===== config.mk =====
export PLATFORM = sky130hd
export DESIGN_NAME = aio_host_port
export DESIGN_NICKNAME = d
export VERILOG_FILES = /design/src/rtl/aio_pkg.sv /design/src/rtl/aio_wr_capture.sv /design/src/rtl/aio_conv_ctrl.sv /design/src/rtl/aio_dac_bank.sv /design/src/rtl/aio_host_port.sv
export SDC_FILE = /design/constraint.sdc
export NUM_CORES = 1
export LEC_CHECK = 0
export CAP_MARGIN = 20
export CORE_MARGIN = 4
export CORE_UTILIZATION = 40
export DETAILED_ROUTE_END_ITERATION = 10
export PLACE_DENSITY = 0.68
export RECOVER_POWER = 100
export SETUP_SLACK_MARGIN = 0.05
export SLEW_MARGIN = 10
export SYNTH_ARGS = -nofsm -noshare
export SYNTH_HDL_FRONTEND = slang
export SYNTH_HIERARCHICAL = 1
export SYNTH_SLANG_ARGS = --single-unit
export TNS_END_PERCENT = 50

===== constraint.sdc =====
create_clock -name clk -period 1.7 [get_ports clk]
set_clock_uncertainty 0.05 [all_clocks]
set_input_delay 0.255 -clock clk [delete_from_list [all_inputs] [get_ports clk]]
set_output_delay 0.255 -clock clk [all_outputs]
set_load 0.02 [all_outputs]

===== src/rtl/aio_pkg.sv =====
package aio_pkg;

    typedef enum logic {
        TGT_ADC = 1'b0,
        TGT_DAC = 1'b1
    } target_e;

endpackage


===== src/rtl/aio_wr_capture.sv =====
module aio_wr_capture
    import aio_pkg::*;
#(
    parameter int DW  = 8,
    parameter int CHW = 1
) (
    input  logic           clk,
    input  logic           rst_n,
    input  logic           cs_n,
    input  logic           wr_n,
    input  logic           rd_n,
    input  logic           tgt,
    input  logic [CHW-1:0] ch,
    input  logic [DW-1:0]  data_i,
    output logic           fire,
    output target_e        fire_tgt,
    output logic [CHW-1:0] fire_ch,
    output logic [DW-1:0]  fire_data,
    output logic           fire_rd
);

    typedef struct packed {
        logic           act;
        target_e        tgt;
        logic [CHW-1:0] ch;
        logic [DW-1:0]  data;
        logic           rd;
    } cap_t;

    cap_t cap_d, cap_q;
    logic wr_access;

    always_comb begin
        wr_access = !cs_n && !wr_n;
        cap_d     = cap_q;
        cap_d.act = wr_access;
        if (wr_access) begin
            cap_d.tgt  = target_e'(tgt);
            cap_d.ch   = ch;
            cap_d.data = data_i;
            cap_d.rd   = !rd_n;
        end
    end

    always_ff @(posedge clk or negedge rst_n) begin
        if (!rst_n) begin
            cap_q <= '0;
        end else begin
            cap_q <= cap_d;
        end
    end

    // The action happens at the edge that first sees the strobe released.
    assign fire      = cap_q.act && wr_n;
    assign fire_tgt  = cap_q.tgt;
    assign fire_ch   = cap_q.ch;
    assign fire_data = cap_q.data;
    assign fire_rd   = cap_q.rd;

endmodule


===== src/rtl/aio_conv_ctrl.sv =====
module aio_conv_ctrl #(
    parameter int DW  = 8,
    parameter int CHW = 1
) (
    input  logic           clk,
    input  logic           rst_n,
    input  logic           start_req,
    input  logic [CHW-1:0] start_ch,
    input  logic           read_clear,
    input  logic           conv_done,
    input  logic [DW-1:0]  conv_result,
    output logic           conv_start,
    output logic [CHW-1:0] conv_chan,
    output logic [DW-1:0]  latch,
    output logic           done_n
);

    typedef struct packed {
        logic           start;
        logic [CHW-1:0] chan;
        logic           busy;
        logic [DW-1:0]  latch;
        logic           done_n;
    } conv_t;

    conv_t cv_d, cv_q;

    always_comb begin
        cv_d       = cv_q;
        cv_d.start = 1'b0;
        if (read_clear) begin
            cv_d.done_n = 1'b1;
        end
        if (conv_done && cv_q.busy) begin
            cv_d.latch  = conv_result;
            cv_d.busy   = 1'b0;
            cv_d.done_n = 1'b0;
        end
        // A new start overrides a completion seen on the same edge.
        if (start_req) begin
            cv_d.start  = 1'b1;
            cv_d.chan   = start_ch;
            cv_d.busy   = 1'b1;
            cv_d.done_n = 1'b1;
        end
    end

    always_ff @(posedge clk or negedge rst_n) begin
        if (!rst_n) begin
            cv_q        <= '0;
            cv_q.done_n <= 1'b1;
        end else begin
            cv_q <= cv_d;
        end
    end

    assign conv_start = cv_q.start;
    assign conv_chan  = cv_q.chan;
    assign latch      = cv_q.latch;
    assign done_n     = cv_q.done_n;

endmodule


===== src/rtl/aio_dac_bank.sv =====
module aio_dac_bank #(
    parameter int DW  = 8,
    parameter int NCH = 2,
    parameter int CHW = 1
) (
    input  logic              clk,
    input  logic              rst_n,
    input  logic              wr_en,
    input  logic [CHW-1:0]    wr_ch,
    input  logic [DW-1:0]     wr_val,
    output logic [NCH*DW-1:0] dac_flat
);

    for (genvar g = 0; g < NCH; g++) begin : g_chan
        logic [DW-1:0] reg_d, reg_q;

        always_comb begin
            reg_d = reg_q;
            if (wr_en && (wr_ch == CHW'(g))) begin
                reg_d = wr_val;
            end
        end

        always_ff @(posedge clk or negedge rst_n) begin
            if (!rst_n) begin
                reg_q <= '0;
            end else begin
                reg_q <= reg_d;
            end
        end

        assign dac_flat[g*DW +: DW] = reg_q;
    end

endmodule


===== src/rtl/aio_host_port.sv =====
module aio_host_port
    import aio_pkg::*;
#(
    parameter int DW  = 8,
    parameter int NCH = 2
) (
    input  logic                                clk,
    input  logic                                rst_n,
    input  logic                                cs_n,
    input  logic                                wr_n,
    input  logic                                rd_n,
    input  logic                                tgt,
    input  logic [((NCH > 1) ? $clog2(NCH) : 1)-1:0] ch,
    input  logic [DW-1:0]                       data_i,
    output logic [DW-1:0]                       data_o,
    output logic                                data_oe,
    output logic                                done_n,
    output logic                                conv_start,
    output logic [((NCH > 1) ? $clog2(NCH) : 1)-1:0] conv_chan,
    input  logic                                conv_done,
    input  logic [DW-1:0]                       conv_result,
    output logic [NCH*DW-1:0]                   dac_flat
);

    localparam int CHW = (NCH > 1) ? $clog2(NCH) : 1;

    typedef struct packed {
        logic rd_prev;
    } top_t;

    top_t top_d, top_q;

    logic           fire;
    target_e        fire_tgt;
    logic [CHW-1:0] fire_ch;
    logic [DW-1:0]  fire_data;
    logic           fire_rd;
    logic [DW-1:0]  latch;
    logic           rd_access;
    logic           start_req;
    logic           read_clear;
    logic           dac_wr;
    logic [DW-1:0]  dac_val;

    aio_wr_capture #(.DW(DW), .CHW(CHW)) u_cap (
        .clk       (clk),
        .rst_n     (rst_n),
        .cs_n      (cs_n),
        .wr_n      (wr_n),
        .rd_n      (rd_n),
        .tgt       (tgt),
        .ch        (ch),
        .data_i    (data_i),
        .fire      (fire),
        .fire_tgt  (fire_tgt),
        .fire_ch   (fire_ch),
        .fire_data (fire_data),
        .fire_rd   (fire_rd)
    );

    always_comb begin
        rd_access     = !cs_n && !rd_n;
        top_d         = top_q;
        top_d.rd_prev = rd_access;
        read_clear    = rd_access && !top_q.rd_prev && (target_e'(tgt) == TGT_ADC);
        start_req     = fire && (fire_tgt == TGT_ADC);
        dac_wr        = fire && (fire_tgt == TGT_DAC);
        dac_val       = fire_rd ? latch : fire_data;
    end

    always_ff @(posedge clk or negedge rst_n) begin
        if (!rst_n) begin
            top_q <= '0;
        end else begin
            top_q <= top_d;
        end
    end

    aio_conv_ctrl #(.DW(DW), .CHW(CHW)) u_conv (
        .clk         (clk),
        .rst_n       (rst_n),
        .start_req   (start_req),
        .start_ch    (fire_ch),
        .read_clear  (read_clear),
        .conv_done   (conv_done),
        .conv_result (conv_result),
        .conv_start  (conv_start),
        .conv_chan   (conv_chan),
        .latch       (latch),
        .done_n      (done_n)
    );

    aio_dac_bank #(.DW(DW), .NCH(NCH), .CHW(CHW)) u_dac (
        .clk      (clk),
        .rst_n    (rst_n),
        .wr_en    (dac_wr),
        .wr_ch    (fire_ch),
        .wr_val   (dac_val),
        .dac_flat (dac_flat)
    );

    assign data_oe = rd_access;
    assign data_o  = latch;

endmodule


==> flow_summary.toml <==
[detailed_routing]
routed_via_density = 4.76
antenna_left = 0
wl_per_cell_um = 15.9
drc_errors = 0
wirelength_um = 3510
drt_iter0_drc = 56
dr.pass1.iters = 4
vias = 1048

[cts]
htree_levels = 2
numCtsBuffers = 5
tritoncts = "done"
clock_latency_ns = 0.29
cts_max_path_buffers = 2
clockRootBuffer = "clkbuf_8"
post_cts_buffers = 0
cts_sinks = 41
clk_pin_slew_ns = 0.07

[global_routing]
grt_pass1_vias = 1173
grt_max_degree = 42
grt_usage_pct = 13.2
grt_overflow = 0
grt_pass1_wl_um = 6090
antenna_found_initial = 0

[timing]
worstMarginPinSlew_ns = 0.985
finalMaxSlewViolations = 0
hold_viol = 0
fmax_mhz = 613
setup_viol = 0
rsz0062_at_grt = "no"
min_period_over_period_pct = 96.0
relSlewSlack_pct = 34.4
fin_crit_ns = 1.63

[floorplan]
io_pins = 52
dieHeight_um = 76.3
num_rows = 24
die_area_sq_um = 5820
start_util_pct = 42.0
core-area_sq_um = 4440
die_x_um = 76.3

[power]
ir_worst_vdd_mv = 0.490
netSwitchingFraction_pct = 32.0
power.switching_uw = 1110
powerDensity_nw_per_um2 = 1470
p_comb_share_pct = 39.1
p_clk_share_pct = 18.6
power.leakage_uw = 0.00109
p_total_uw = 3480
p_int_uw = 2370
seqPwrFrac_pct = 42.3

[worst_setup_path]
cp_top_family = "buffers and inverters"
path_cells = "dlygate4sd3_1"
critical_path.max_fanout = 3
critPathMaxStageDelay_ns = 0.65
critPathLaunchType = "flop"
path_class = "flop to output pin"
crit_path_end_kind = "output pin"
slowest_stage = "dlygate4sd3_1"
critPathBufInv = 1
cp.arrival_ns = 1.33
required_ns = 1.39

[final_layout]
drive_gt1_share_pct = 30.4
nNetsFinal = 191
fillers = 370
final_cells = 220
multiInputGateArea_sq_um = 632
diodes = 0
seqCellArea_sq_um = 1030
syn_to_final_growth_pct = 27.2

[logic_synthesis]
synth.avg_cell_area_sq_um = 15.8
ys_seq_area_share_pct = 55.1
ys_types = 21
syn_nets = 142
ys_seq_elements = 41
postSynthCellCount = 118
syn_area_sq_um = 1870
ys.warnings.count = 6

[hold_path]
hold_class = "flop to flop"

[placement]
port-buffer-count = 51
dpl.cell_count = 211
routabilityCongestion = 0.690
hpwl_um = 2590

[run_status]
status = "finished, final reports clean"

[flow_run]
maxCapViolations = 0
-- logic make-up (layout without fill, tap and decap cells) --
| group | after synthesis | after routing | synth area share [%] |
|---|---|---|---|
| buf+inv | 20 | 70 | 8.45 |
| simple gates | 10 | 10 | 3.96 |
| flops | 41 | 41 | 55.1 |
| mux | 43 | 43 | 31.0 |
| compound gates | 4 | 4 | 1.54 |
-- metrics by stage --
step	TNS, ns	hold slack, ns	cell area [sq um]	utilization, %	setup WS, ns
2_1_floorplan	0	-0.0906	1870	-	0.325
3_3_place_gp	-0.603	0.189	2360	53.2	-0.0480
3_5_place_dp	-1.09	0.195	2360	53.2	-0.0939
4_1_cts	0	0.422	2460	55.3	0.0917
5_1_grt	0	0.455	2370	53.4	0.0324
6_report	0	0.432	2370	53.4	0.0676
-- sequential cells by signal (all words and copies together) (netlist names) --
signal	cells
top_q	1
u_conv/cv_q	1
u_cap/fire_data	8
u_conv/conv_start	1
u_cap/fire_rd	1
u_conv/conv_chan	1
u_conv/done_n	1
u_cap/fire_tgt	1
u_dac/g_chan.reg_q	16
u_conv/latch	8
u_cap/cap_q	1
u_cap/fire_ch	1
-- layout by cell type, fill, tap and decap left out, drive strengths merged --
master	n
dlygate4sd3	16
mux2	43
nand2b	1
clkbuf	15
o31ai	1
inv	1
nor2b	1
clkdlybuf4s50	32
nor4	1
dfstp	1
a21o	2
o21ai	1
nand2	2
dlygate4sd2	2
nor2	2
or2	1
and2	2
dfrtp	40
buf	4
-- layout make-up --
type                       count  area share [%]
timing repair buffer          61            23.4
clock buffer                   8            3.80
tap                           52            2.74
sequential                    41            43.3
multi-input combinational     57            26.6
inverter                       1           0.158
-- worst register-to-register path: cells and delay by family, from the launching register on --
kind,cells,cell delay (ns)
multiplexers,2,0.62
buffers and inverters,1,0.23
flip-flops,1,0.50
-- power groups by stage --
stage          combinational, uW  clock (uW)  sequential [uW]
2_1_floorplan                706           0             1710
3_3_place_gp                1500           0             1500
3_5_place_dp                1520           0             1510
4_1_cts                     1530         668             1490
5_1_grt                     1450         711             1520
6_report                    1360         647             1470
-- final timing paths --
check                                                 start                                   end  slack (ns)  depth (start not counted)
max in group asynchronous                             rst_n        u_cap/fire_data[4]$_DFFE_PN0P_        0.30                          3
worst min register to register   u_conv/cv_q[9]$_DFFE_PN0P_            u_conv/cv_q[9]$_DFFE_PN0P_        0.43                          1
worst min-delay path             u_conv/cv_q[9]$_DFFE_PN0P_            u_conv/cv_q[9]$_DFFE_PN0P_        0.43                          1
worst max-delay path            u_conv/latch[0]$_DFFE_PN0P_                             data_o[0]        0.07                          1
worst max register to register    u_cap/fire_rd$_DFFE_PN0P_  u_dac/g_chan[0].reg_q[0]$_DFFE_PN0P_        0.20                          3
min in group asynchronous                             rst_n           u_conv/latch[6]$_DFFE_PN0P_        0.69                          3
-- synthesized netlist by cell type --
library cell,count,area share (%)
nor4_1,1,0.34
nand2b_4,1,0.74
o21ai_0,1,0.27
and2_1,1,0.34
inv_1,1,0.20
buf_4,16,6.4
or2_2,1,0.34
a21o_2,1,0.47
dfrtp_1,40,54
mux2_4,25,20
mux2_2,18,11
nor2_1,1,0.20
a21o_1,1,0.40
and2_2,1,0.40
nand2_2,1,0.34
nor2b_1,1,0.34
nor2_2,1,0.34
o31ai_1,1,0.40
nand2_4,1,0.60
dfstp_2,1,1.4
buf_6,3,1.8
-- layer usage --
layer	routed length, um	vias up	GRT usage [%]
met2	1650	39	20.7
met4	65	0	5.98
li1	-	488	-
met1	1550	514	16.7
met5	0	-	0
met3	239	7	4.26
-- what timing repair did --
| action | 4_1_cts | 5_1_grt |
|---|---|---|
| endpoints found under the hold margin | 40 | 0 |
| hold buffers | 1 | 0 |
| setup endpoints to repair | 2 | 1 |
| resized for setup | 2 | 1 |
Note: power is estimated with default switching activity, not from simulation.
